File: src/rtl/spif_pkg.sv
package spif_pkg;
  localparam logic [7:0] OPC_READ = 8'h0B;
  localparam logic [7:0] OPC_PROG = 8'h02;
  localparam logic [7:0] OPC_WREN = 8'h06;
  localparam logic [7:0] OPC_STAT = 8'h05;

  typedef enum logic [2:0] {
    PH_OPC, PH_ADDR, PH_DUMMY, PH_WDATA, PH_STREAM, PH_DONE, PH_SKIP
  } phase_e;

  typedef enum logic [2:0] {
    CMD_NONE, CMD_READ, CMD_PROG, CMD_WREN, CMD_STAT
  } kind_e;
endpackage

File: src/rtl/spif_sync.sv
module spif_sync #(
  parameter int unsigned STAGES = 2
) (
  input  logic clk,
  input  logic rst_n,
  input  logic cs_n_i,
  input  logic sck_i,
  input  logic si_i,
  output logic rst_sync_n,
  output logic sel,
  output logic sck_rise,
  output logic sck_fall,
  output logic cs_done,
  output logic si_s
);
  logic [STAGES-1:0] cs_sh, sck_sh, si_sh;
  logic [1:0] rst_sh;
  logic sck_d, sel_d, sck_s;

  always_ff @(posedge clk or negedge rst_n) begin
    if (!rst_n) begin
      rst_sh <= '0;
      cs_sh  <= '1;
      sck_sh <= '0;
      si_sh  <= '0;
      sck_d  <= 1'b0;
      sel_d  <= 1'b0;
    end else begin
      rst_sh <= {rst_sh[0], 1'b1};
      cs_sh  <= {cs_sh[STAGES-2:0], cs_n_i};
      sck_sh <= {sck_sh[STAGES-2:0], sck_i};
      si_sh  <= {si_sh[STAGES-2:0], si_i};
      sck_d  <= sck_s;
      sel_d  <= sel;
    end
  end

  assign rst_sync_n = rst_sh[1];
  assign sel        = ~cs_sh[STAGES-1];
  assign sck_s      = sck_sh[STAGES-1];
  assign si_s       = si_sh[STAGES-1];
  assign sck_rise   = sck_s & ~sck_d;
  assign sck_fall   = ~sck_s & sck_d;
  assign cs_done    = sel_d & ~sel;
endmodule

File: src/rtl/spif_cmd.sv
module spif_cmd
  import spif_pkg::*;
#(
  parameter int unsigned AW = 8
) (
  input  logic          clk,
  input  logic          rst_n,
  input  logic          sel,
  input  logic          sck_rise,
  input  logic          sck_fall,
  input  logic          cs_done,
  input  logic          si,
  input  logic [7:0]    rd_data,
  input  logic [7:0]    status,
  output logic [AW-1:0] rd_idx,
  output logic [AW-1:0] prog_idx,
  output logic [7:0]    prog_data,
  output logic          prog_go,
  output logic          wren_go,
  output logic          so,
  output logic          so_oe
);
  phase_e phase_q, phase_n;
  kind_e  kind_q, kind_n;
  logic [2:0]  bcnt_q, bcnt_n, fcnt_q, fcnt_n;
  logic [1:0]  acnt_q, acnt_n;
  logic [6:0]  rx_q, rx_n;
  logic [23:0] addr_q, addr_n;
  logic [7:0]  wdata_q, wdata_n, tx_q, tx_n, rx_byte, cur;
  logic        so_q, so_n;

  assign rx_byte = {rx_q, si};
  assign cur     = (kind_q == CMD_STAT) ? status : rd_data;

  always_comb begin
    phase_n = phase_q;  kind_n  = kind_q;  bcnt_n = bcnt_q;
    fcnt_n  = fcnt_q;   acnt_n  = acnt_q;  rx_n   = rx_q;
    addr_n  = addr_q;   wdata_n = wdata_q; tx_n   = tx_q;
    so_n    = so_q;
    if (!sel) begin
      phase_n = PH_OPC;
      kind_n  = CMD_NONE;
      bcnt_n  = '0;
      fcnt_n  = '0;
      acnt_n  = '0;
    end else begin
      if (sck_rise) begin
        rx_n   = rx_byte[6:0];
        bcnt_n = bcnt_q + 3'd1;
        if (bcnt_q == 3'd7) begin
          unique case (phase_q)
            PH_OPC: begin
              unique case (rx_byte)
                OPC_READ: begin kind_n = CMD_READ; phase_n = PH_ADDR;   end
                OPC_PROG: begin kind_n = CMD_PROG; phase_n = PH_ADDR;   end
                OPC_WREN: begin kind_n = CMD_WREN; phase_n = PH_DONE;   end
                OPC_STAT: begin kind_n = CMD_STAT; phase_n = PH_STREAM; end
                default:  phase_n = PH_SKIP;
              endcase
            end
            PH_ADDR: begin
              addr_n = {addr_q[15:0], rx_byte};
              acnt_n = acnt_q + 2'd1;
              if (acnt_q == 2'd2)
                phase_n = (kind_q == CMD_READ) ? PH_DUMMY : PH_WDATA;
            end
            PH_DUMMY: phase_n = PH_STREAM;
            PH_WDATA: begin wdata_n = rx_byte; phase_n = PH_DONE; end
            default: ;
          endcase
        end
      end
      if (sck_fall && phase_q == PH_STREAM) begin
        fcnt_n = fcnt_q + 3'd1;
        if (fcnt_q == 3'd0) begin
          so_n = cur[7];
          tx_n = {cur[6:0], 1'b0};
          if (kind_q == CMD_READ) addr_n = addr_q + 24'd1;
        end else begin
          so_n = tx_q[7];
          tx_n = {tx_q[6:0], 1'b0};
        end
      end
    end
  end

  always_ff @(posedge clk or negedge rst_n) begin
    if (!rst_n) begin
      phase_q <= PH_OPC;  kind_q  <= CMD_NONE; bcnt_q <= '0;
      fcnt_q  <= '0;      acnt_q  <= '0;       rx_q   <= '0;
      addr_q  <= '0;      wdata_q <= '0;       tx_q   <= '0;
      so_q    <= 1'b0;
    end else begin
      phase_q <= phase_n; kind_q  <= kind_n;   bcnt_q <= bcnt_n;
      fcnt_q  <= fcnt_n;  acnt_q  <= acnt_n;   rx_q   <= rx_n;
      addr_q  <= addr_n;  wdata_q <= wdata_n;  tx_q   <= tx_n;
      so_q    <= so_n;
    end
  end

  assign rd_idx    = addr_q[AW-1:0];
  assign prog_idx  = addr_q[AW-1:0];
  assign prog_data = wdata_q;
  assign prog_go   = cs_done && phase_q == PH_DONE && kind_q == CMD_PROG && bcnt_q == 3'd0;
  assign wren_go   = cs_done && phase_q == PH_DONE && kind_q == CMD_WREN && bcnt_q == 3'd0;
  assign so        = so_q;
  assign so_oe     = sel && phase_q == PH_STREAM;
endmodule

File: src/rtl/spif_array.sv
module spif_array #(
  parameter int unsigned DEPTH       = 256,
  parameter int unsigned AW          = 8,
  parameter int unsigned PROT_LO     = 240,
  parameter int unsigned PROT_HI     = 255,
  parameter int unsigned PROG_CYCLES = 40
) (
  input  logic          clk,
  input  logic          rst_n,
  input  logic          prog_go,
  input  logic          wren_go,
  input  logic [AW-1:0] prog_idx,
  input  logic [7:0]    prog_data,
  input  logic [AW-1:0] rd_idx,
  output logic [7:0]    rd_data,
  output logic [7:0]    status,
  output logic          busy,
  output logic          wel
);
  localparam int unsigned TW = $clog2(PROG_CYCLES + 1);

  logic [7:0]    mem [DEPTH];
  logic [TW-1:0] tmr_q, tmr_n;
  logic          busy_q, busy_n, wel_q, wel_n, in_prot, accept;

  assign in_prot = (32'(prog_idx) >= PROT_LO) && (32'(prog_idx) <= PROT_HI);
  assign accept  = prog_go && wel_q && !busy_q && !in_prot;

  always_comb begin
    busy_n = busy_q;
    wel_n  = wel_q;
    tmr_n  = tmr_q;
    if (busy_q) begin
      if (tmr_q == '0) begin
        busy_n = 1'b0;
        wel_n  = 1'b0;
      end else begin
        tmr_n = tmr_q - 1'b1;
      end
    end else begin
      if (wren_go) wel_n = 1'b1;
      if (accept) begin
        busy_n = 1'b1;
        tmr_n  = TW'(PROG_CYCLES - 1);
      end
    end
  end

  always_ff @(posedge clk or negedge rst_n) begin
    if (!rst_n) begin
      busy_q <= 1'b0;
      wel_q  <= 1'b0;
      tmr_q  <= '0;
    end else begin
      busy_q <= busy_n;
      wel_q  <= wel_n;
      tmr_q  <= tmr_n;
    end
  end

  for (genvar g = 0; g < DEPTH; g++) begin : g_word
    logic word_we;
    assign word_we = accept && (prog_idx == AW'(g));
    always_ff @(posedge clk or negedge rst_n) begin
      if (!rst_n)       mem[g] <= 8'hFF;
      else if (word_we) mem[g] <= mem[g] & prog_data;
    end
  end

  assign rd_data = mem[rd_idx];
  assign status  = {6'b0, wel_q, busy_q};
  assign busy    = busy_q;
  assign wel     = wel_q;
endmodule

File: src/rtl/spif_engine.sv
module spif_engine #(
  parameter int unsigned MEM_DEPTH   = 256,
  parameter int unsigned PROT_LO     = 240,
  parameter int unsigned PROT_HI     = 255,
  parameter int unsigned PROG_CYCLES = 40,
  parameter int unsigned SYNC_STAGES = 2
) (
  input  logic clk,
  input  logic rst_n,
  input  logic cs_n,
  input  logic sck,
  input  logic si,
  output logic so,
  output logic so_oe
);
  localparam int unsigned AW = $clog2(MEM_DEPTH);

  logic          rst_sync_n, sel, sck_rise, sck_fall, cs_done, si_s;
  logic          prog_go, wren_go, busy, wel;
  logic [AW-1:0] rd_idx, prog_idx;
  logic [7:0]    prog_data, rd_data, status;

  spif_sync #(.STAGES(SYNC_STAGES)) u_sync (
    .clk(clk), .rst_n(rst_n), .cs_n_i(cs_n), .sck_i(sck), .si_i(si),
    .rst_sync_n(rst_sync_n), .sel(sel), .sck_rise(sck_rise),
    .sck_fall(sck_fall), .cs_done(cs_done), .si_s(si_s)
  );

  spif_cmd #(.AW(AW)) u_cmd (
    .clk(clk), .rst_n(rst_sync_n), .sel(sel), .sck_rise(sck_rise),
    .sck_fall(sck_fall), .cs_done(cs_done), .si(si_s),
    .rd_data(rd_data), .status(status), .rd_idx(rd_idx),
    .prog_idx(prog_idx), .prog_data(prog_data), .prog_go(prog_go),
    .wren_go(wren_go), .so(so), .so_oe(so_oe)
  );

  spif_array #(
    .DEPTH(MEM_DEPTH), .AW(AW), .PROT_LO(PROT_LO), .PROT_HI(PROT_HI),
    .PROG_CYCLES(PROG_CYCLES)
  ) u_array (
    .clk(clk), .rst_n(rst_sync_n), .prog_go(prog_go), .wren_go(wren_go),
    .prog_idx(prog_idx), .prog_data(prog_data), .rd_idx(rd_idx),
    .rd_data(rd_data), .status(status), .busy(busy), .wel(wel)
  );
endmodule

File: config.mk
export PLATFORM = sky130hd
export DESIGN_NAME = spif_engine
export DESIGN_NICKNAME = d
export VERILOG_FILES = /design/src/rtl/spif_pkg.sv /design/src/rtl/spif_sync.sv /design/src/rtl/spif_cmd.sv /design/src/rtl/spif_array.sv /design/src/rtl/spif_engine.sv
export SDC_FILE = /design/constraint.sdc
export NUM_CORES = 2
export LEC_CHECK = 0
export CORE_MARGIN = 3
export CORE_UTILIZATION = 40
export CTS_CLUSTER_DIAMETER = 120
export DETAILED_ROUTE_END_ITERATION = 16
export PLACE_DENSITY_LB_ADDON = 0.08
export SYNTH_ARGS = -nofsm -noshare
export SYNTH_HDL_FRONTEND = slang
export SYNTH_SLANG_ARGS = --single-unit
export TNS_END_PERCENT = 1
File: constraint.sdc
create_clock -name clk -period 165.6 [get_ports clk]
set_input_delay 24.84 -clock clk [delete_from_list [all_inputs] [get_ports clk]]
set_output_delay 24.84 -clock clk [all_outputs]
set_load 0.1 [all_outputs]
==> impl_metrics.json <==
{
  "dp_hpwl_um": 148000,
  "min_path_type": "reg2reg",
  "cp.required_ps": 140760,
  "finalHoldViolCount": 0,
  "p_clk_frac": 0.495,
  "cp-startpoint": "u_cmd.phase_q[1]",
  "ys_seq_area_frac": 0.613,
  "synth_area_per_cell_um2": 14.9,
  "syn_to_final_growth_pct": 11.2,
  "maxCapViolCount": 0,
  "max_clock_freq_ghz": 0.0358,
  "p_sw_frac": 0.214,
  "grt_pass1_wl_um": 408000,
  "clock_sinks": 2111,
  "drc": 0,
  "grt.overflow.total": 0,
  "yosysMostFrequentCell": "dfstp_2",
  "syn-num-nets": 6061,
  "cp_max_fo": 8,
  "final.setup_skew_ps": 29.4,
  "ant_nets": 0,
  "fill_cells": 19600,
  "synth-edff-count": 0,
  "drive_above_1_share": 0.541,
  "drt_iter0_markers": 4044,
  "yosys.area.top_type_share": 0.596,
  "nets": 5772,
  "row_count": 173,
  "dieArea_um2": 231000,
  "ys_async_sr_fraction": 1.00,
  "post-cts-setup-buffer-count": 0,
  "ctsHoldBuffers": 0,
  "grt_max_degree": 171,
  "worst_ep_arrival_time_ps": 3080,
  "pin_count": 7,
  "synth_area_um2": 90300,
  "relSlewSlack": 0.153,
  "critPathBufInv": 1,
  "power_density_nw_per_um2": 10.5,
  "start_util": 0.404,
  "syn_inst": 6044,
  "p_comb_frac": 0.011,
  "start_kind": "flop",
  "drt-total-wl_um": 272000,
  "path_clk_slew_ps": 60,
  "core_um2": 223000,
  "r2r_start": "u_cmd.addr_q[0]",
  "tritoncts": "yes",
  "crit_family": "buffers and inverters",
  "switchingPower_mw": 0.225,
  "fin_crit_sh": 0.169,
  "finalCriticalPeriod_ps": 27920,
  "grt_pass1_vias": 55900,
  "status": "finished clean",
  "fp.dieW_um": 481,
  "antenna_found_initial": 26,
  "seqPwrFrac": 0.494,
  "setup_tns_ps": 0,
  "vias": 52300,
  "rsz0062_at_grt": "no",
  "clock_path_buffers": 3,
  "synth.distinct_cells": 66,
  "routedWlPerCell_um": 30.5,
  "maxSlewViolCount": 0,
  "track_usage": 0.239,
  "setup_viol": 0,
  "tightest_slew_ps": 1260,
  "cts_buffers": 227,
  "gp_congestion": 0.764,
  "viasPerCell": 5.86,
  "netlist.top_cell.by_area": "dfstp_2",
  "cts_resized": 0,
  "ir_worst_vdd_mv": 0.00949,
  "endpoint_kind": "output pin",
  "crit_chain": "or3b_1 -> nor2_1 -> clkdlybuf4s50_1",
  "die_h_um": 481,
  "hold_start": "u_sync.rst_sh[0]",
  "max_stage_delay_ps": 1150,
  "p_leak_nw": 36.4,
  "intPower_mw": 0.830,
  "synth_warnings": 0,
  "finalPower_mw": 1.06,
  "port_buffers": 6,
  "cts_root_buffer": "clkbuf_16",
  "crit_path_top_delay_cell": "clkdlybuf4s50_1",
  "cts_max_level": 4,
  "ys_ff_latch": 2111,
  "synth_area_leaders": "dfstp_2 60%, a21boi_0 16%, mux4_2 15%",
  "dr.pass1.iters": 5,
  "crit_type": "reg2out",
  "synth_ff_type": "dfstp_2",
  "clkLatencyLatePin_ps": 880,
  "synthTopCellsByCount": "2050 x dfstp_2, 1921 x a21boi_0, 585 x mux4_2"
}
==> layout by cell type (no fill, tap or decap), types with 11 or more instances in the layout <==
cell	count
o22ai_1	12
inv_1	15
a21oi_1	51
clkbuf_8	60
nor4_1	12
nand3_1	13
mux2i_1	79
nor3_1	24
a21boi_0	1921
o21ai_0	31
a221oi_1	12
ha_1	12
clkinv_2	42
buf_12	11
clkbuf_16	232
nand2_1	94
and2_4	11
nor2_1	184
clkbuf_1	55
bufinv_16	17
mux4_2	585
nor2b_1	12
a22oi_1	31
mux2_2	16
dfrtp_1	51
dfstp_2	2050
buf_4	134
==> power by group through the flow <==
stage | Combinational, mW | Sequential (mW) | Clock, mW
detailed placement | 0.0125 | 0.529 | 0
global route | 0.0140 | 0.521 | 0.558
global placement | 0.0122 | 0.528 | 0
floorplan | 0.00177 | 0.529 | 0
CTS | 0.0125 | 0.521 | 0.536
finish | 0.0118 | 0.521 | 0.522
==> flip-flops by register name, indices dropped and copies added (netlist names) <==
signal / cells
u_array.mem: 2048
u_cmd.addr_q: 8
u_cmd.prog_data: 8
u_cmd.rx_q: 7
u_cmd.tx_q: 7
u_array.tmr_q: 6
u_cmd.bcnt_q: 3
u_cmd.fcnt_q: 3
u_cmd.kind_q: 3
u_cmd.phase_q: 3
u_cmd.acnt_q: 2
u_sync.cs_sh: 2
u_sync.rst_sh: 2
u_sync.sck_sh: 2
u_sync.si_sh: 2
u_array.busy: 1
u_array.wel: 1
u_cmd.so: 1
u_sync.sck_d: 1
u_sync.sel_d: 1
==> path summary, 6_finish.rpt <==
kind,depth (start not counted),endpoint,slack [ps]
max in group asynchronous,1,u_sync.rst_sh[1],141000
min reg2reg,0,u_sync.rst_sh[1],350
max,3,so_oe,137680
min,0,u_sync.rst_sh[1],350
max reg2reg,10,u_cmd.tx_q[4],158880
min in group asynchronous,0,u_array.mem[242],770
==> logic make-up after synthesis <==
logic type / share of synthesized area
AND/OR/NAND/NOR: 0.0217
other: 0.0000415
buffers and inverters: 0.0318
XOR/XNOR: 0.000873
adder cells (fa/ha/maj): 0.00166
flip-flops: 0.613
AO/OA/AOI/OAI: 0.174
multiplexers: 0.157
==> layout make-up <==
cell class | instances | area [um2] | share of cell area
repair buffers | 151 | 1290 | 0.0128
inverters | 19 | 78.8 | 0.000785
clock buffers | 347 | 6840 | 0.0681
flip-flops and latches | 2111 | 55400 | 0.552
clock inverters | 71 | 872 | 0.00868
multi-input cells | 3245 | 32200 | 0.321
diodes | 4 | 10.0 | 0.0000997
well taps | 2975 | 3720 | 0.0371
==> metal layers <==
metal	global-route usage	up-vias	routed length [um]	part of all wire
li1	-	21700	-	-
met1	0.350	28900	126000	0.46
met2	0.369	1327	126000	0.46
met3	0.0388	371	14000	0.051
met4	0.0621	2	6700	0.025
met5	0	-	20	0.000073
==> stage by stage <==
step / setup slack [ps] / area (um2) / utilization / instances / hold WS [ps]
floorplan: 106220 / 90300 / - / 6044 / 331
global placement: 138550 / 92700 / 0.415 / 8501 / 334
detailed placement: 138550 / 92700 / 0.415 / 8501 / 335
CTS: 137590 / 100000 / 0.450 / 8919 / 357
global route: 137560 / 100000 / 0.450 / 8920 / 361
finish: 137680 / 100000 / 0.450 / 8923 / 352
Note: power is estimated with default switching activity, not from simulation.
